$ cat src/rtl/byte_rot_pkg.sv
package byte_rot_pkg;
  typedef enum logic [1:0] {
    OP_WSWAP = 2'd0,
    OP_DSWAP = 2'd1,
    OP_HREV  = 2'd2,
    OP_ROT   = 2'd3
  } op_e;
endpackage

$ cat src/rtl/byte_lane_swap.sv
module byte_lane_swap #(
  parameter int W = 64
) (
  input  logic [W-1:0] d_i,
  output logic [W-1:0] q_o
);
  localparam int NH = W / 16;
  for (genvar g = 0; g < NH; g++) begin : g_hw
    assign q_o[16*g +: 16] = {d_i[16*g +: 8], d_i[16*g+8 +: 8]};
  end
endmodule

$ cat src/rtl/halfword_reverse.sv
module halfword_reverse #(
  parameter int W = 64
) (
  input  logic [W-1:0] d_i,
  output logic [W-1:0] q_o
);
  localparam int NH = W / 16;
  for (genvar g = 0; g < NH; g++) begin : g_hw
    assign q_o[16*g +: 16] = d_i[16*(NH-1-g) +: 16];
  end
endmodule

$ cat src/rtl/offset_rotator.sv
module offset_rotator #(
  parameter int W     = 64,
  parameter int AMT_W = 5
) (
  input  logic [W-1:0]     d_i,
  input  logic [AMT_W-1:0] amt_i,
  output logic [W-1:0]     q_o
);
  localparam int HALF = W / 2;
  logic [W-1:0] stg [AMT_W+1];

  // fixed half-width offset is pure wiring
  assign stg[0] = {d_i[HALF-1:0], d_i[W-1:HALF]};

  for (genvar k = 0; k < AMT_W; k++) begin : g_stage
    localparam int SH = 1 << k;
    assign stg[k+1] = amt_i[k] ? {stg[k][SH-1:0], stg[k][W-1:SH]} : stg[k];
  end

  assign q_o = stg[AMT_W];
endmodule

$ cat src/rtl/byte_rot_unit.sv
module byte_rot_unit
  import byte_rot_pkg::*;
#(
  parameter int W     = 64,
  parameter int AMT_W = 5
) (
  input  logic             clk_i,
  input  logic             rst_ni,
  input  logic             valid_i,
  input  logic [1:0]       op_i,
  input  logic [AMT_W-1:0] amt_i,
  input  logic [W-1:0]     data_i,
  output logic             valid_o,
  output logic [W-1:0]     result_o
);
  localparam int HALF = W / 2;

  logic [HALF-1:0] wswap;
  logic [W-1:0]    dswap, hrev, rot, nxt;

  byte_lane_swap #(.W(HALF)) u_wswap (.d_i(data_i[HALF-1:0]), .q_o(wswap));
  byte_lane_swap #(.W(W))    u_dswap (.d_i(data_i), .q_o(dswap));
  halfword_reverse #(.W(W))  u_hrev  (.d_i(data_i), .q_o(hrev));
  offset_rotator #(.W(W), .AMT_W(AMT_W)) u_rot (.d_i(data_i), .amt_i(amt_i), .q_o(rot));

  always_comb begin
    unique case (op_e'(op_i))
      OP_WSWAP: nxt = {{HALF{wswap[HALF-1]}}, wswap};
      OP_DSWAP: nxt = dswap;
      OP_HREV:  nxt = hrev;
      default:  nxt = rot;
    endcase
  end

  always_ff @(posedge clk_i or negedge rst_ni) begin
    if (!rst_ni) begin
      valid_o  <= 1'b0;
      result_o <= '0;
    end else begin
      valid_o <= valid_i;
      if (valid_i) result_o <= nxt;
    end
  end
endmodule

$ cat config.mk
export PLATFORM = sky130hd
export DESIGN_NAME = byte_rot_unit
export DESIGN_NICKNAME = d
export VERILOG_FILES = /design/src/rtl/byte_rot_pkg.sv /design/src/rtl/byte_lane_swap.sv /design/src/rtl/halfword_reverse.sv /design/src/rtl/offset_rotator.sv /design/src/rtl/byte_rot_unit.sv
export SDC_FILE = /design/constraint.sdc
export NUM_CORES = 1
export LEC_CHECK = 0
export BUFFER_PORTS_ARGS = -buffer_cell sky130_fd_sc_hd__buf_4
export CAP_MARGIN = 20
export CORE_MARGIN = 2
export CORE_UTILIZATION = 30
export DETAILED_ROUTE_END_ITERATION = 10
export PLACE_DENSITY = 0.6
export SETUP_SLACK_MARGIN = 0.3
export SKIP_LAST_GASP = 1
export SYNTH_ARGS = -nofsm -noshare
export SYNTH_HDL_FRONTEND = slang
export SYNTH_SLANG_ARGS = --single-unit
$ cat constraint.sdc
create_clock -name clk_i -period 0.8 [get_ports clk_i]
set_input_delay 0.08 -clock clk_i [delete_from_list [all_inputs] [get_ports clk_i]]
set_output_delay 0.08 -clock clk_i [all_outputs]
set_load 0.03 [all_outputs]
==> impl_results.md, run 1 <==
- Run status: finished with violations
- Violated checks: setup timing
- Type of element launching the critical path: primary input
- Final WS setup: -805.0 ps
- Clock Skew: 0 ps
- CP arrival: 1830 ps
- Highest ir drop seen on vdd: 1.112 mV
- Proportion of netlist area held by the largest area contributor: 22.05%
- GR Layer Usage met2: 45.77%
- Cell count after synthesis: 814
- Maximum fanout count along the critical path: 8
- Reg2reg setup slack: -130 ps
- GRT Max-Usage Layer: met2
- Post-placement cell count: 1422
- Worst reg2reg path endpoint: result_o[4]
- Most common cell in the synthesized netlist: sky130_fd_sc_hd__nor2_1
- First-pass GRT wire length: 57820 µm
- Synth unique cells: 48
- Class of the tightest hold or removal check: in2reg
- Leading post-synthesis cells by instance count: sky130_fd_sc_hd__nor2_1, sky130_fd_sc_hd__dfrtp_1, sky130_fd_sc_hd__nand2_1, sky130_fd_sc_hd__a221oi_1, sky130_fd_sc_hd__a31oi_1
- Chip width: 160.8 µm
- Tightest slew margin relative to the limit: 41.76%
- WL final: 39720 µm
- Min Tclk post-route: 1605 ps
- Most used flip-flop cell after synthesis: sky130_fd_sc_hd__dfrtp_1
- Max Clock Freq: 623.0 MHz
- Pin count of the biggest net entering global routing: 34
- Parity-gate share of the synthesized area counting xor and xnor cells: 0%
- Mux cell area share after synthesis: 29.63%
- Worst path buffer plus inverter count: 2
- Clock edge transition at the registers on the reported setup and hold paths: 60 ps
- Power density over the cells: 1397 nW/µm²
- Cell area after technology mapping: 7377 µm²
- Top area cells in the synthesized netlist: sky130_fd_sc_hd__dfrtp_1, sky130_fd_sc_hd__mux4_2, sky130_fd_sc_hd__a221oi_1
- Number of vias after detailed routing: 9332
- Number of nets in the finished design: 1248
- Fraction of the mapped netlist area in compound gates: 24.83%
- Vertical die dimension: 160.8 µm
- Worst setup path endpoint: result_o[27]
- Number of antenna violations at the first check in global routing: 0
- Number of global-route vias before repair: 8984
- Clock Sinks: 65
- Number of DRC markers in iteration 0: 1400
- Total placed instance area: 10630 µm²
- Synth async-reset ratio: 100.0%
- Number of warning messages in the yosys log: 0
- CP Cell Sequence: buf_16 > buf_12 > mux4_2 > mux2_4 > or2_0 > o211ai_1 > a31oi_1
- CP peak stage delay: 530 ps
- Area of the die: 25860 µm²
- Detailed-router iteration count before antenna repair: 5
- Kind of cell adding the most delay to the critical path: multiplexers
- Starting density of the core: 30.42%
- Placed wire-length estimate: 30060 µm
- Number of failing setup endpoints in the final timing report: 129
- Average wire length per cell after detail routing: 26.43 µm
- Met3 usage: 7.361%
- Post-route antenna net violation count: 0
- Final instance count without filler cells: 1503
- Number of levels the H-tree was split into: 3
- Slowest cell on the critical path: sky130_fd_sc_hd__mux4_2
- Kind of critical path: in2reg
- Weighted congestion at the end of routability-driven global placement: 1.056
- Main combinational cell family by area after synthesis: multiplexers
- Final design area excluding fillers: 12650 µm²
- Depth of the critical timing path with buffers and inverters included: 7
- Source-to-sink clock delay at the later pin of the worst-skew pair: 350 ps
- Number of enable flip-flop cells after synthesis: 0
- Met1 Usage GRT: 40.20%
- Total congestion overflow: 0
- Required time at the endpoint of the critical path: 1020 ps
- Area growth syn-to-layout: 71.47%
- Sequential-to-total area share from yosys stat: 22.05%
- All-layer global routing usage: 30.04%
- Mapped Nets: 888
- Leakage power of the design: 5.293 nW
- Synthesis-stage register bit count: 65
- Average vias per placed instance: 6.209
- Antenna diode count: 0
- Cell depth of the worst flop-to-flop path: 4
- Share of cells above drive strength 1: 63.61%
- Setup repair after global routing missed its margin: yes
- Average footprint of a synthesized cell: 9.063 µm²
- Core Region: 24250 µm²
- TritonCTS buffer count: 9
- Max_cap viols: 0
- Port-buffer cells: 138
- Dominant cell type by area after synthesis: sky130_fd_sc_hd__dfrtp_1
- Worst Tran Pin Value: 873.6 ps
- Adder and majority gate portion of the synthesized area: 0%
- DRC violations left: 0
- Count of pins over their slew limit: 0
- Worst Hold Margin: 130.7 ps
- Number of buffers on the longest clock path: 2
- Num rows: 57
- Final hold violation count: 0
- Root buffer selected by CTS: sky130_fd_sc_hd__clkbuf_16
- Fraction of the mapped netlist area in simple logic gates: 15.37%
- Origin of the worst setup path: amt_i[0]
- Number of placed I/O pins: 139
- Worst flop-to-flop path startpoint: result_o[4]
- TritonCTS clock tree: done
- Post-route clock period utilization: 200.6%
- Sort of element at the end of the critical path: register
[sequential cells by signal (all words and copies together), names as in the netlist]
signal	count
result_o	64
valid_o	1
[report_power, final]
| group | internal, mW | switching [mW] | total (mW) |
|---|---|---|---|
| Clock | 2.40 | 1.65 | 4.05 |
| Sequential | 3.79 | 0.369 | 4.16 |
| Combinational | 4.62 | 4.85 | 9.47 |
| Total | 10.8 | 6.87 | 17.7 |
[cells in the final DEF (no fill, tap or decap), types with 5 or more instances in the layout]
master	count
sky130_fd_sc_hd__mux2_4	56
sky130_fd_sc_hd__a22oi_2	16
sky130_fd_sc_hd__clkbuf_16	9
sky130_fd_sc_hd__buf_16	9
sky130_fd_sc_hd__dfrtp_2	61
sky130_fd_sc_hd__o21ai_0	32
sky130_fd_sc_hd__a221oi_4	10
sky130_fd_sc_hd__a221oi_1	36
sky130_fd_sc_hd__nand2_1	58
sky130_fd_sc_hd__buf_4	301
sky130_fd_sc_hd__o211ai_1	25
sky130_fd_sc_hd__a221oi_2	20
sky130_fd_sc_hd__mux2i_1	7
sky130_fd_sc_hd__mux4_2	57
sky130_fd_sc_hd__a311o_1	7
sky130_fd_sc_hd__inv_1	32
sky130_fd_sc_hd__buf_6	92
sky130_fd_sc_hd__nor2_1	110
sky130_fd_sc_hd__nor2_4	7
sky130_fd_sc_hd__a22oi_1	18
sky130_fd_sc_hd__a31oi_1	52
sky130_fd_sc_hd__or2_1	5
sky130_fd_sc_hd__nand2b_4	8
sky130_fd_sc_hd__nor2_2	16
sky130_fd_sc_hd__buf_12	27
sky130_fd_sc_hd__or3_1	14
sky130_fd_sc_hd__or2_0	9
sky130_fd_sc_hd__or3_4	14
[worst min path at each step]
stage / startpoint / end / slack (ps) / depth (start not counted)
6_report: data_i[58] / result_o[10] / 130 / 3
5_1_grt: data_i[58] / result_o[10] / 120 / 3
4_1_cts: data_i[58] / result_o[10] / 130 / 3
3_5_place_dp: rst_ni / result_o[42] / -90 / 1
3_3_place_gp: rst_ni / result_o[42] / -90 / 1
2_1_floorplan: rst_ni / result_o[0] / -220 / 0
[cell families after synthesis]
kind of cell,count (synthesis)
buffers and inverters,118
DFF,65
and+or+nand+nor,260
muxes,129
AOI/OAI and AO/OA,242
[per-layer routing]
layer	wire length, µm	vias to the layer above
met5	0	-
met1	15190	4509
met4	2336	0
li1	-	3895
met3	4646	164
met2	17550	764
[cell type report]
| class | instances | area, µm² |
|---|---|---|
| clock inverter | 6 | 58.81 |
| clock buffer | 10 | 229.0 |
| multi-input combinational | 631 | 5998 |
| inverter | 35 | 131.4 |
| timing repair buffer | 432 | 4124 |
| fill | 2165 | 11600 |
| sequential | 65 | 1703 |
| tap | 324 | 405.4 |
[metrics by stage]
step	util [%]	setup TNS [ps]	total power, mW	setup WS, ps
after global routing	52.17	-57640	18.26	-807.0
after global placement	43.84	-70310	11.69	-1348
after floorplan	-	-49470	8.057	-841.4
after CTS	50.55	-53180	17.13	-722.5
final	52.17	-54810	17.67	-805.0
after detailed placement	43.84	-71320	11.74	-1289
[what timing repair did]
action                     CTS  global route
cloned                       7             0
resized for setup          199            59
hold endpoints to repair    65            65
hold buffers                 1             1
setup buffers               42            15
pin swaps                   76            55
setup endpoints to repair  129           194
[tightest hold or removal path: stages]
cell	delay, ps
sky130_fd_sc_hd__buf_4	140
sky130_fd_sc_hd__a221oi_2	70
sky130_fd_sc_hd__a31oi_1	140
Power figures use the tool's default switching activity.
==> run 2: changes to the inputs <==
--- a/config.mk
+++ b/config.mk
@@ -11,7 +11,6 @@
 export CORE_UTILIZATION = 30
 export DETAILED_ROUTE_END_ITERATION = 10
 export PLACE_DENSITY = 0.6
-export SETUP_SLACK_MARGIN = 0.3
 export SKIP_LAST_GASP = 1
 export SYNTH_ARGS = -nofsm -noshare
 export SYNTH_HDL_FRONTEND = slang
==> run 2 against run 1 <==
Compared with the run above: the flow still finishes with violations (setup timing); routed wire length is 1.3% lower; register-to-register slack hardly changed; utilization hardly changed; clock power is 1% lower; critical path type unchanged; largest power group unchanged.
==> impl_results.md, run 2 (same netlist as run 1, synthesis figures left out) <==
- Worst Tran Pin Value: 735.8 ps
- CP Cell Sequence: buf_12 > buf_12 > mux2_4 > mux4_2 > a221oi_4 > o211ai_1 > o21a_1
- Type of element launching the critical path: primary input
- Leakage power of the design: 5.405 nW
- Core Region: 24250 µm²
- Number of vias after detailed routing: 9400
- Placed wire-length estimate: 29870 µm
- Starting density of the core: 30.42%
- TritonCTS buffer count: 9
- Count of pins over their slew limit: 0
- Tightest slew margin relative to the limit: 50.94%
- Clock Sinks: 65
- Maximum fanout count along the critical path: 7
- Number of levels the H-tree was split into: 3
- Source-to-sink clock delay at the later pin of the worst-skew pair: 340 ps
- Violated checks: setup timing
- Depth of the critical timing path with buffers and inverters included: 7
- Weighted congestion at the end of routability-driven global placement: 1.027
- Final core occ: 52.13%
- Number of nets in the finished design: 1270
- Kind of cell adding the most delay to the critical path: multiplexers
- Number of failing setup endpoints in the final timing report: 129
- All-layer global routing usage: 29.74%
- Run status: finished with violations
- Number of antenna violations at the first check in global routing: 1
- Power density over the cells: 1390 nW/µm²
- Commonest cells after routing, fill and taps aside: sky130_fd_sc_hd__buf_4, sky130_fd_sc_hd__nor2_1, sky130_fd_sc_hd__buf_6
- Num rows: 57
- Max reg flops: 64
- Total placed instance area: 10540 µm²
- Area taken by multi-input logic gates: 5982 µm²
- Crit-path most repeated cell: sky130_fd_sc_hd__buf_12
- Final design area excluding fillers: 12640 µm²
- Number of buffers on the longest clock path: 2
- Worst slack at placement: -1275 ps
- Highest ir drop seen on vdd: 0.9708 mV
- Required time at the endpoint of the critical path: 1040 ps
- Detailed-router iteration count before antenna repair: 5
- Most frequent standard cell in the layout excluding fill and tap cells: sky130_fd_sc_hd__buf_4
- Min Tclk post-route: 1601 ps
- Total congestion overflow: 0
- DRC violations left: 0
- Clock Skew: 0 ps
- Max_cap viols: 0
- Pin count of the biggest net entering global routing: 39
- Chip width: 160.8 µm
- Final WS setup: -801.1 ps
- Sort of element at the end of the critical path: register
- Class of the tightest hold or removal check: in2async
- Final-layout fill cell count: 2268
- Final hold violation count: 0
- Slowest cell on the critical path: sky130_fd_sc_hd__mux4_2
- Max Clock Freq: 624.6 MHz
- Top Registers: result_o (64), valid_o (1)
- Cell depth of the worst flop-to-flop path: 3
- Average vias per placed instance: 6.164
- Setup repair after global routing missed its margin: yes
- Share of cells above drive strength 1: 59.53%
- TritonCTS clock tree: done
- Post-route antenna net violation count: 0
- Area growth syn-to-layout: 71.34%
- Kind of critical path: in2reg
- Worst path buffer plus inverter count: 2
- CP arrival: 1840 ps
- Antenna diode count: 0
- WL final: 39210 µm
- Area of the die: 25860 µm²
- Average wire length per cell after detail routing: 25.71 µm
- Number of placed I/O pins: 139
- Root buffer selected by CTS: sky130_fd_sc_hd__clkbuf_16
- Vertical die dimension: 160.8 µm
- First-pass GRT wire length: 57350 µm
- Top reg by flops: result_o
- Number of global-route vias before repair: 9043
- Post-route clock period utilization: 200.1%
- Port-buffer cells: 138
- Final Power: 17.57 mW
- Register area: 1628 µm²
- Number of DRC markers in iteration 0: 1335
- CP peak stage delay: 530 ps
- Clock edge transition at the registers on the reported setup and hold paths: 60 ps
run 2: metal layers:
metal	wire length [µm]	GRT usage [%]	up-vias
met2	17060	44.71	831
met5	0	0	-
met4	2727	17.09	0
met3	4755	6.767	171
li1	-	-	3928
met1	14670	39.39	4470
run 2: timing repair:
item | 4_1_cts | 5_1_grt
setup buffers | 61 | 25
endpoints found under the hold margin | 65 | 0
setup endpoints to repair | 129 | 129
resized for setup | 199 | 52
cloned | 3 | 0
hold buffers | 1 | 0
pin swaps | 73 | 39
run 2: final cells by class:
class,instances,area share [%]
Inverter,35,1.059
Clock buffer,10,1.812
Sequential cell,65,12.88
Tap cell,324,3.207
Multi-Input combinational cell,631,47.33
Clock inverter,6,0.4653
Timing Repair Buffer,454,33.25
run 2: worst paths after layout:
kind,slack (ps),to,start
setup / recovery,-800,result_o[17],amt_i[3]
hold reg to reg,510,result_o[17],result_o[17]
hold / removal,90,result_o[42],rst_ni
setup reg to reg,-130,result_o[36],result_o[36]
max in group asynchronous,290,result_o[15],rst_ni
min in group clk_i,120,result_o[5],data_i[53]
run 2: report_power, final:
group / total, mW / leakage, nW / internal [mW] / switching, mW
logic: 9.49 / 4.52 / 4.65 / 4.84
clock network: 3.99 / 0.146 / 2.40 / 1.59
registers: 4.08 / 0.740 / 3.72 / 0.364
run 2: through the flow:
stage | TNS [ps] | hold WS, ps | std cells
2_1_floorplan | -49380 | -215.6 | 814
3_3_place_gp | -69110 | -89.91 | 1420
3_5_place_dp | -69910 | -88.65 | 1420
4_1_cts | -54310 | 84.43 | 1501
5_1_grt | -58110 | 94.86 | 1525
6_report | -55240 | 86.92 | 1525
run 2: worst reg2reg max path: stages (launching register included):
cell                      delay, ps
sky130_fd_sc_hd__dfrtp_1        430
sky130_fd_sc_hd__buf_4          150
sky130_fd_sc_hd__nor2_1         180
sky130_fd_sc_hd__a31oi_4         50
==> run 3: changes to the inputs <==
--- a/config.mk
+++ b/config.mk
@@ -5,11 +5,12 @@
 export SDC_FILE = /design/constraint.sdc
 export NUM_CORES = 1
 export LEC_CHECK = 0
-export BUFFER_PORTS_ARGS = -buffer_cell sky130_fd_sc_hd__buf_4
+export BUFFER_PORTS_ARGS = -buffer_cell sky130_fd_sc_hd__clkbuf_2
 export CAP_MARGIN = 20
 export CORE_MARGIN = 2
 export CORE_UTILIZATION = 30
 export DETAILED_ROUTE_END_ITERATION = 10
+export HOLD_SLACK_MARGIN = 0.1
 export PLACE_DENSITY = 0.6
 export SKIP_LAST_GASP = 1
 export SYNTH_ARGS = -nofsm -noshare
==> run 3 against run 2 <==
Compared with the run above: the flow still finishes with violations (setup timing); fmax is 0.76% higher; via count grew 1.9%; routed wire length is 4.1% higher; clock power rose by 21%; combinational power is 4.5% higher; cell count is 0.98% higher; clock skew did not move; non-clock buffer count is 15 higher; largest cell class unchanged.
==> impl_results.md, run 3 (same netlist as run 1, synthesis figures left out) <==
- Number of levels the H-tree was split into: 3
- Highest ir drop seen on vdd: 1.057 mV
- Power density over the cells: 1448 nW/µm²
- CP arrival: 1810 ps
- Required time at the endpoint of the critical path: 1020 ps
- Final hold violation count: 0
- Kind of cell adding the most delay to the critical path: multiplexers
- Total congestion overflow: 0
- Number of failing setup endpoints in the final timing report: 129
- CP Cell Sequence: buf_12 > buf_12 > mux2_4 > mux4_2 > or2_1 > o211ai_1 > a31oi_1
- Final WS setup: -789.1 ps
- Root buffer selected by CTS: sky130_fd_sc_hd__clkbuf_16
- Starting density of the core: 30.42%
- First-pass GRT wire length: 60080 µm
- Most frequent standard cell in the layout excluding fill and tap cells: sky130_fd_sc_hd__buf_4
- Combinational share of power: 52.5%
- Core Region: 24250 µm²
- Slowest cell on the critical path: sky130_fd_sc_hd__mux4_2
- Weighted congestion at the end of routability-driven global placement: 1.009
- Detailed-router iteration count before antenna repair: 5
- Average wire length per cell after detail routing: 26.50 µm
- Max Clock Freq: 629.3 MHz
- Number of vias after detailed routing: 9574
- Worst slack at placement: -1350 ps
- Net switching fraction of the power: 37.69%
- Max reg flops: 64
- Net switching power figure: 7.128 mW
- Clock Sinks: 65
- Setup TNS Final: -55180 ps
- Class of the tightest hold or removal check: in2async
- Number of DRC markers in iteration 0: 1164
- Sort of element at the end of the critical path: register
- Placed wire-length estimate: 30620 µm
- Top reg by flops: result_o
- Num rows: 57
- Post-route antenna net violation count: 0
- Setup repair after global routing missed its margin: yes
- Min Tclk post-route: 1589 ps
- Power share of the sequential group: 22.0%
- Worst path buffer plus inverter count: 2
- Clock edge transition at the registers on the reported setup and hold paths: 70 ps
- Area growth syn-to-layout: 77.03%
- Maximum fanout count along the critical path: 7
- Average vias per placed instance: 6.217
- Power share of the clock group: 25.6%
- Vertical die dimension: 160.8 µm
- Kind of critical path: in2reg
- Leakage power of the design: 5.591 nW
- Antenna diode count: 0
- Number of buffers on the longest clock path: 2
- TritonCTS buffer count: 9
- Pin count of the biggest net entering global routing: 39
- Violated checks: setup timing
- Crit-path most repeated cell: sky130_fd_sc_hd__buf_12
- Tightest slew margin relative to the limit: 64.93%
- Run status: finished with violations
- Max_cap viols: 0
- WL final: 40810 µm
- All-layer global routing usage: 31.13%
- Number of antenna violations at the first check in global routing: 0
- Port-buffer cells: 138
- Post-route clock period utilization: 198.6%
- Final instance count without filler cells: 1540
- Worst Tran Pin Value: 526.1 ps
- Post-placement cell count: 1441
- TritonCTS clock tree: done
- Commonest cells after routing, fill and taps aside: sky130_fd_sc_hd__buf_4, sky130_fd_sc_hd__nor2_1, sky130_fd_sc_hd__clkbuf_2
- CP peak stage delay: 530 ps
- Area of the die: 25860 µm²
- Type of element launching the critical path: primary input
- P_int: 11.79 mW
- Clock Skew: 0 ps
- Number of placed I/O pins: 139
- Number of global-route vias before repair: 9425
- Count of pins over their slew limit: 0
- Number of nets in the finished design: 1285
- DRC violations left: 0
- Share of cells above drive strength 1: 59.87%
- Top Registers: result_o (64), valid_o (1)
- Chip width: 160.8 µm
- Source-to-sink clock delay at the later pin of the worst-skew pair: 350 ps
==> run 3: final cells by class <==
type	instances	area, µm²
clock buffers	11	242.7
multi-input cells	631	6060
clock inverters	5	102.6
fillers	2150	11190
well taps	324	405.4
inverters	35	133.9
repair buffers	469	4488
flip-flops and latches	65	1628
==> run 3: power groups by stage <==
stage,clock network (mW),registers (mW),logic (mW)
final,4.83,4.16,9.92
after floorplan,0,4.86,3.11
after CTS,4.84,4.06,9.14
after global routing,4.98,4.21,10.3
after global placement,0,4.08,7.27
after detailed placement,0,4.08,7.31
==> run 3: path summary, 6_finish.rpt <==
| path | from | endpoint | slack (ps) | cells after the start |
|---|---|---|---|---|
| max in group asynchronous | rst_ni | result_o[8] | 180 | 3 |
| setup reg to reg | result_o[21] | result_o[21] | -190 | 4 |
| min in group clk_i | data_i[20] | result_o[36] | 190 | 4 |
| hold reg to reg | result_o[48] | result_o[48] | 580 | 2 |
| setup / recovery | amt_i[3] | result_o[28] | -790 | 7 |
| hold / removal | rst_ni | result_o[42] | 140 | 2 |
==> run 3: per-stage QoR <==
| stage | util (%) | total power [mW] | cell area (µm²) | hold slack (ps) |
|---|---|---|---|---|
| final | 53.86 | 18.91 | 13060 | 137.3 |
| after detailed placement | 42.80 | 11.39 | 10380 | -17.12 |
| after floorplan | - | 7.967 | 7587 | -215.6 |
| after global placement | 42.80 | 11.35 | 10380 | -19.81 |
| after global routing | 53.86 | 19.46 | 13060 | 155.4 |
| after CTS | 51.94 | 18.04 | 12590 | 143.7 |
==> run 3: layer usage <==
layer | part of all wire (%) | vias up | GRT usage [%]
met5 | 0 | - | 0
met4 | 6.8 | 0 | 17.49
met3 | 12 | 174 | 6.431
met2 | 44 | 809 | 47.57
met1 | 38 | 4634 | 41.14
li1 | - | 3957 | -
==> run 3: what timing repair did <==
item                       4_1_cts  5_1_grt
hold buffers                     1        0
cloned                           6        0
setup endpoints to repair      129      129
hold endpoints to repair        65        0
pin swaps                       79       53
buffers inserted                65       17
resized for setup              266      145
